[src/rtl/adcbank_pkg.sv]
package adcbank_pkg;

  typedef enum logic [2:0] {
    K_SLOT,
    K_EN,
    K_DIR,
    K_FLAG,
    K_MODE,
    K_NONE
  } reg_kind_e;

  // Slots occupy the low addresses; control registers follow directly.
  function automatic reg_kind_e decode_addr(input int addr, input int nslots);
    if (addr < nslots)             return K_SLOT;
    else if (addr == nslots)       return K_EN;
    else if (addr == nslots + 1)   return K_DIR;
    else if (addr == nslots + 2)   return K_FLAG;
    else if (addr == nslots + 3)   return K_MODE;
    else                           return K_NONE;
  endfunction

endpackage

[src/rtl/adcbank_format.sv]
// Places a raw result into register layout and pulls a threshold back out,
// both according to the justification mode.
module adcbank_format #(
  parameter int RES_W = 12,
  parameter int REG_W = 16
) (
  input  logic [RES_W-1:0] res,
  input  logic [REG_W-1:0] slot_val,
  input  logic             left,
  output logic [REG_W-1:0] packed_val,
  output logic [RES_W-1:0] thr
);

  localparam int PAD = REG_W - RES_W;

  generate
    if (PAD > 0) begin : g_pad
      always_comb begin
        packed_val = left ? {res, {PAD{1'b0}}} : {{PAD{1'b0}}, res};
        thr        = left ? slot_val[REG_W-1 -: RES_W] : slot_val[RES_W-1:0];
      end
    end else begin : g_nopad
      logic unused_left;
      always_comb begin
        unused_left = left;
        packed_val  = res;
        thr         = slot_val;
      end
    end
  endgenerate

endmodule

[src/rtl/adcbank_slots.sv]
// Per-slot storage. A storing conversion wins over a CPU write in one cycle.
module adcbank_slots #(
  parameter int NUM_SLOTS = 10,
  parameter int REG_W     = 16
) (
  input  logic                 clk,
  input  logic                 rst_n,
  input  logic [NUM_SLOTS-1:0] conv_we,
  input  logic [NUM_SLOTS-1:0] cpu_we,
  input  logic [REG_W-1:0]     conv_val,
  input  logic [REG_W-1:0]     cpu_val,
  output logic [REG_W-1:0]     slot_q [NUM_SLOTS]
);

  generate
    for (genvar i = 0; i < NUM_SLOTS; i++) begin : g_slot
      logic [REG_W-1:0] d;
      logic             en;

      always_comb begin
        en = conv_we[i] | cpu_we[i];
        d  = conv_we[i] ? conv_val : cpu_val;
      end

      always_ff @(posedge clk or negedge rst_n) begin
        if (!rst_n)  slot_q[i] <= '0;
        else if (en) slot_q[i] <= d;
      end
    end
  endgenerate

endmodule

[src/rtl/adcbank_cmpflags.sv]
// Threshold comparison and sticky per-position status flags.
module adcbank_cmpflags #(
  parameter int NUM_SLOTS = 10,
  parameter int RES_W     = 12
) (
  input  logic                 clk,
  input  logic                 rst_n,
  input  logic [NUM_SLOTS-1:0] cmp_fire,
  input  logic [RES_W-1:0]     res,
  input  logic [RES_W-1:0]     thr,
  input  logic                 above,
  input  logic [NUM_SLOTS-1:0] clr_mask,
  output logic [NUM_SLOTS-1:0] flag_q
);

  logic                 hit;
  logic [NUM_SLOTS-1:0] set_mask;
  logic [NUM_SLOTS-1:0] flag_d;
  logic                 flag_en;

  always_comb begin
    hit      = above ? (res > thr) : (res <= thr);
    set_mask = cmp_fire & {NUM_SLOTS{hit}};
    flag_d   = (flag_q & ~clr_mask) | set_mask;
    flag_en  = (|clr_mask) | (|set_mask);
  end

  always_ff @(posedge clk or negedge rst_n) begin
    if (!rst_n)       flag_q <= '0;
    else if (flag_en) flag_q <= flag_d;
  end

endmodule

[src/rtl/adc_result_bank.sv]
module adc_result_bank
  import adcbank_pkg::*;
#(
  parameter int NUM_SLOTS = 10,
  parameter int RES_W     = 12,
  parameter int REG_W     = 16,
  parameter int ADDR_W    = 4,
  parameter int IDX_W     = 4
) (
  input  logic              clk,
  input  logic              rst_n,
  input  logic              conv_valid,
  input  logic [IDX_W-1:0]  conv_index,
  input  logic [RES_W-1:0]  conv_data,
  input  logic              cpu_wr,
  input  logic [ADDR_W-1:0] cpu_addr,
  input  logic [REG_W-1:0]  cpu_wdata,
  output logic [REG_W-1:0]  cpu_rdata,
  output logic              seq_abort
);

  localparam int MASK_PAD = REG_W - NUM_SLOTS;

  // Reset: asserted asynchronously, released through two flops.
  logic rst_meta_q, rst_sync_n;
  always_ff @(posedge clk or negedge rst_n) begin
    if (!rst_n) begin
      rst_meta_q <= 1'b0;
      rst_sync_n <= 1'b0;
    end else begin
      rst_meta_q <= 1'b1;
      rst_sync_n <= rst_meta_q;
    end
  end

  // Address decode
  reg_kind_e kind;
  always_comb kind = decode_addr(int'(cpu_addr), NUM_SLOTS);

  // Control registers
  logic [NUM_SLOTS-1:0] cmp_en_q,  cmp_en_d;
  logic [NUM_SLOTS-1:0] cmp_dir_q, cmp_dir_d;
  logic                 mode_q,    mode_d;
  logic                 en_we, dir_we, mode_we;
  logic                 abort_q,   abort_d;

  always_comb begin
    en_we     = cpu_wr && (kind == K_EN);
    dir_we    = cpu_wr && (kind == K_DIR);
    mode_we   = cpu_wr && (kind == K_MODE);
    cmp_en_d  = cpu_wdata[NUM_SLOTS-1:0];
    cmp_dir_d = cpu_wdata[NUM_SLOTS-1:0];
    mode_d    = cpu_wdata[0];
    abort_d   = dir_we;
  end

  always_ff @(posedge clk or negedge rst_sync_n) begin
    if (!rst_sync_n) begin
      cmp_en_q  <= '0;
      cmp_dir_q <= '0;
      mode_q    <= 1'b0;
      abort_q   <= 1'b0;
    end else begin
      if (en_we)   cmp_en_q  <= cmp_en_d;
      if (dir_we)  cmp_dir_q <= cmp_dir_d;
      if (mode_we) mode_q    <= mode_d;
      abort_q <= abort_d;
    end
  end

  assign seq_abort = abort_q;

  // Conversion steering
  logic                 conv_ok;
  logic [NUM_SLOTS-1:0] conv_sel, store_we, cmp_fire, cpu_slot_we, flag_clr;
  logic [REG_W-1:0]     slot_q [NUM_SLOTS];
  logic [REG_W-1:0]     sel_slot;
  logic                 sel_above;

  always_comb conv_ok = conv_valid && (conv_index < IDX_W'(NUM_SLOTS));

  generate
    for (genvar i = 0; i < NUM_SLOTS; i++) begin : g_sel
      always_comb begin
        conv_sel[i]    = conv_ok && (conv_index == IDX_W'(i));
        cpu_slot_we[i] = cpu_wr && (cpu_addr == ADDR_W'(i));
      end
    end
  endgenerate

  always_comb begin
    store_we  = conv_sel & ~cmp_en_q;
    cmp_fire  = conv_sel & cmp_en_q;
    sel_above = |(conv_sel & cmp_dir_q);
    flag_clr  = (cpu_wr && (kind == K_FLAG)) ? cpu_wdata[NUM_SLOTS-1:0] : '0;
    sel_slot  = '0;
    for (int i = 0; i < NUM_SLOTS; i++)
      sel_slot = sel_slot | (slot_q[i] & {REG_W{conv_sel[i]}});
  end

  // Datapath
  logic [REG_W-1:0] conv_packed;
  logic [RES_W-1:0] sel_thr;
  logic [NUM_SLOTS-1:0] flag_q;

  adcbank_format #(.RES_W(RES_W), .REG_W(REG_W)) u_fmt (
    .res        (conv_data),
    .slot_val   (sel_slot),
    .left       (mode_q),
    .packed_val (conv_packed),
    .thr        (sel_thr)
  );

  adcbank_slots #(.NUM_SLOTS(NUM_SLOTS), .REG_W(REG_W)) u_slots (
    .clk      (clk),
    .rst_n    (rst_sync_n),
    .conv_we  (store_we),
    .cpu_we   (cpu_slot_we),
    .conv_val (conv_packed),
    .cpu_val  (cpu_wdata),
    .slot_q   (slot_q)
  );

  adcbank_cmpflags #(.NUM_SLOTS(NUM_SLOTS), .RES_W(RES_W)) u_flags (
    .clk      (clk),
    .rst_n    (rst_sync_n),
    .cmp_fire (cmp_fire),
    .res      (conv_data),
    .thr      (sel_thr),
    .above    (sel_above),
    .clr_mask (flag_clr),
    .flag_q   (flag_q)
  );

  // Read port
  always_comb begin
    cpu_rdata = '0;
    unique case (kind)
      K_SLOT: begin
        for (int i = 0; i < NUM_SLOTS; i++)
          if (cpu_addr == ADDR_W'(i)) cpu_rdata = slot_q[i];
      end
      K_EN:    cpu_rdata = {{MASK_PAD{1'b0}}, cmp_en_q};
      K_DIR:   cpu_rdata = {{MASK_PAD{1'b0}}, cmp_dir_q};
      K_FLAG:  cpu_rdata = {{MASK_PAD{1'b0}}, flag_q};
      K_MODE:  cpu_rdata = {{(REG_W-1){1'b0}}, mode_q};
      default: cpu_rdata = '0;
    endcase
  end

endmodule

[config.mk]
export PLATFORM = sky130hd
export DESIGN_NAME = adc_result_bank
export DESIGN_NICKNAME = d
export VERILOG_FILES = /design/src/rtl/adcbank_pkg.sv /design/src/rtl/adcbank_format.sv /design/src/rtl/adcbank_slots.sv /design/src/rtl/adcbank_cmpflags.sv /design/src/rtl/adc_result_bank.sv
export SDC_FILE = /design/constraint.sdc
export NUM_CORES = 1
export LEC_CHECK = 0
export ABC_AREA = 1
export BUFFER_PORTS_ARGS = -buffer_cell sky130_fd_sc_hd__buf_2
export CORE_MARGIN = 3
export CORE_UTILIZATION = 59
export CTS_BUF_LIST = sky130_fd_sc_hd__clkbuf_4
export CTS_CLUSTER_SIZE = 14
export DETAILED_ROUTE_END_ITERATION = 8
export PLACE_DENSITY = 0.8
export SYNTH_ARGS = -nofsm -noshare
export SYNTH_HDL_FRONTEND = slang
export SYNTH_HIERARCHICAL = 1
export SYNTH_SLANG_ARGS = --single-unit
[constraint.sdc]
create_clock -name clk -period 5.3 [get_ports clk]
set_input_delay 0.795 -clock clk [delete_from_list [all_inputs] [get_ports clk]]
set_output_delay 0.795 -clock clk [all_outputs]
set_load 0.05 [all_outputs]
==> reports/qor.csv <==
metric,value,unit
Starting Density,61.2,%
CP endpoint kind,output port,
GRT Max-Usage Layer,met1,
FF-to-FF End,u_flags/flag_q[4]$_DFFE_PN0P_,
max-cap viol count,0,
chip height,158,um
Post-Syn Instances,2191,
Hold Fails Final Rpt,0,
ys flop type,dfrtp_1,
final setup margin,1430,ps
DR vias/cell,5.84,
Yosys cell types,39,
Synth area leaders,"nand2_1 36%, dfrtp_1 36%, inv_1 3.9%",
highest clock rate,0.258,GHz
Core Box Area,22200,um^2
antenna violation net count after detailed routing,0,
"most common cell after layout, fill and taps aside",nand2_1,
"commonest cells after routing, fill and taps aside","1,307 x nand2_1, 193 x dfrtp_1, 142 x inv_1",
met1 Usage GRT,60.0,%
final setup violation count,0,
Die Width,158,um
power per cell area,296,nW/um^2
HPWL Detailed,35.9,mm
root buf cell,clkbuf_4,
first-pass GRT wire length,75.6,mm
initial antenna violation count,1,
post-synthesis cell area,13600,um^2
number of synthesized flops with an enable pin,0,
CP startpoint,cpu_addr[3],
routed vias,14400,
Synth Register Bits,194,
Synth top area share,36.1,%
area grow syn2layout,2.31,%
Sequential Area,4860,um^2
Worst-Margin Slew,1180,ps
Post-Route WL,49.5,mm
peak supply drop,188,uV
Critical Setup Path Class,input pin to output port,
met3 Resource Use GR,7.76,%
Final min period,3870,ps
"Data arrival, critical path",3080,ps
"Seq/Total Area, Yosys",35.7,%
GPL Wtd Cong,1.00,
"Reg clk slew, reported paths",200,ps
startpoint types,input pin,
Worst-Skew Late Latency,630,ps
Die Area,24900,um^2
largest net degree at the start of global routing,118,
fillers,2169,
unrepaired setup endpoints after global routing,false,
Mean Syn Cell Area,6.20,um^2
drt wl/cell,20.1,um
vias in the first global route,12800,
layout cells sized above 1,8.83,%
Pins Over Slew Limit,0,
Final Util,62.6,%
total number of H-tree levels,4,
PnR Total Power,4.12,mW
R2R setup slack,2540,ps
period utilization,73.0,%
Reg-to-Reg Start,mode_q$_DFFE_PN0P_,
R2R depth,14,
Fin Clk Skew,35.4,ps
1st-iter DRT viols,2539,
layout net count,2224,
TNS Setup,0,ps
DR pass1 iterations,8,
port bufs,56,
Ys Warns,6,
CTS tree,done,
met2 Use GR,58.2,%
row cnt,54,
Slew Limit Headroom,21.0,%
GRT Total Usage,39.8,%
io pins,57,
Setup Buffers After CTS,0,
P_leak,7.92,nW
Crit path required time,4510,ps
total gr overflow,0,
total CTS buffers,17,
leading area contributor after synthesis,nand2_1,
# clock sinks,194,
Max Buffers Root-to-Sink,2,
pre-CTS worst setup slack,1120,ps
status,completed,
area occupied by multi-input gates,7290,um^2
worst hold path class,flip-flop to async pin,
async set-reset flop share out of synthesis,100,%
syn nets,2243,
DRC,0,
crit path max fanout,13,
[where the power goes]
| group | switching, mW | total (mW) | internal [mW] |
|---|---|---|---|
| sequential | 0.329 | 2.14 | 1.81 |
| combinational | 0.785 | 1.09 | 0.309 |
| clock | 0.648 | 0.884 | 0.236 |
| total | 1.76 | 4.12 | 2.36 |
[state kept, by name, summed over array words and instances, names as in the netlist]
signal          count
cmp_en_q           10
rst_meta_q          1
rst_sync_n          1
seq_abort           1
mode_q              1
u_slots/slot_q    160
u_flags/flag_q     10
cmp_dir_q          10
[Yosys cell counts (12+ instances only)]
library cell and count:
a21oi_1 48, a221oi_1 12, buf_1 15, buf_2 20, buf_4 23, buf_6 31, clkbuf_1 22, dfrtp_1 194
ha_1 12, inv_1 142, inv_2 33, nand2_1 1307, nand2_2 19, nand3_1 63, nand4_1 22, nor2_1 94
o21ai_0 60, o22ai_1 15
[stage by stage]
| stage | hold WS [ps] | cell area, um^2 | std cells |
|---|---|---|---|
| after CTS | 391 | 13900 | 2465 |
| after global routing | 393 | 13900 | 2466 |
| final | 383 | 13900 | 2466 |
| after floorplan | 331 | 13600 | 2191 |
| after global placement | 344 | 13600 | 2432 |
| after detailed placement | 348 | 13600 | 2432 |
[metal layers]
metal,wire length [um],up-vias
met1,21000,6666
met3,6160,116
met2,20900,985
met5,0,-
li1,-,6640
met4,1490,0
[worst max path at each step]
stage | slack [ps] | to | cells after the start
6_report | 1430 | cpu_rdata[9] | 13
5_1_grt | 1310 | cpu_rdata[9] | 13
4_1_cts | 1490 | cpu_rdata[5] | 13
3_5_place_dp | 1120 | u_flags/flag_q[9]$_DFFE_PN0P_ | 21
3_3_place_gp | 1190 | u_flags/flag_q[4]$_DFFE_PN0P_ | 21
2_1_floorplan | 2100 | cmp_dir_q[0]$_DFFE_PN0P_ | 0
[worst max-delay path, stage by stage]
cell and delay [ps]:
buf_2 130, nor2_1 520, nand2_1 330, inv_2 330, nand2_1 80, nand2_1 70
nor2_1 70, nand4_1 120, nor2_1 60, nand3_1 70, nand2_1 120, nand2_1 110
buf_2 260
[area by class of cell]
| type | count | area share, % |
|---|---|---|
| inverter | 176 | 4.75 |
| timing repair buffer | 75 | 3.15 |
| tap | 280 | 2.52 |
| sequential | 194 | 34.9 |
| antenna | 1 | 0.0180 |
| clock inverter | 14 | 1.26 |
| multi-input combinational | 1708 | 52.4 |
| clock buffer | 18 | 0.972 |
[logic make-up (layout without fill, tap and decap cells)]
group	count (synthesis)	count (layout)	synth area share [%]
other cells	1	2	0.0276
fa+ha+maj	12	12	1.10
buf+inv	289	283	10.7
compound gates	154	154	6.51
flops	194	194	35.7
simple gates	1541	1541	46.0
[what timing repair did]
item,in CTS,in global routing
hold endpoints to repair,2,0
hold buffers,1,0
setup endpoints to repair,0,0
gates resized for setup,0,0
Note: power is estimated with default switching activity, not from simulation.
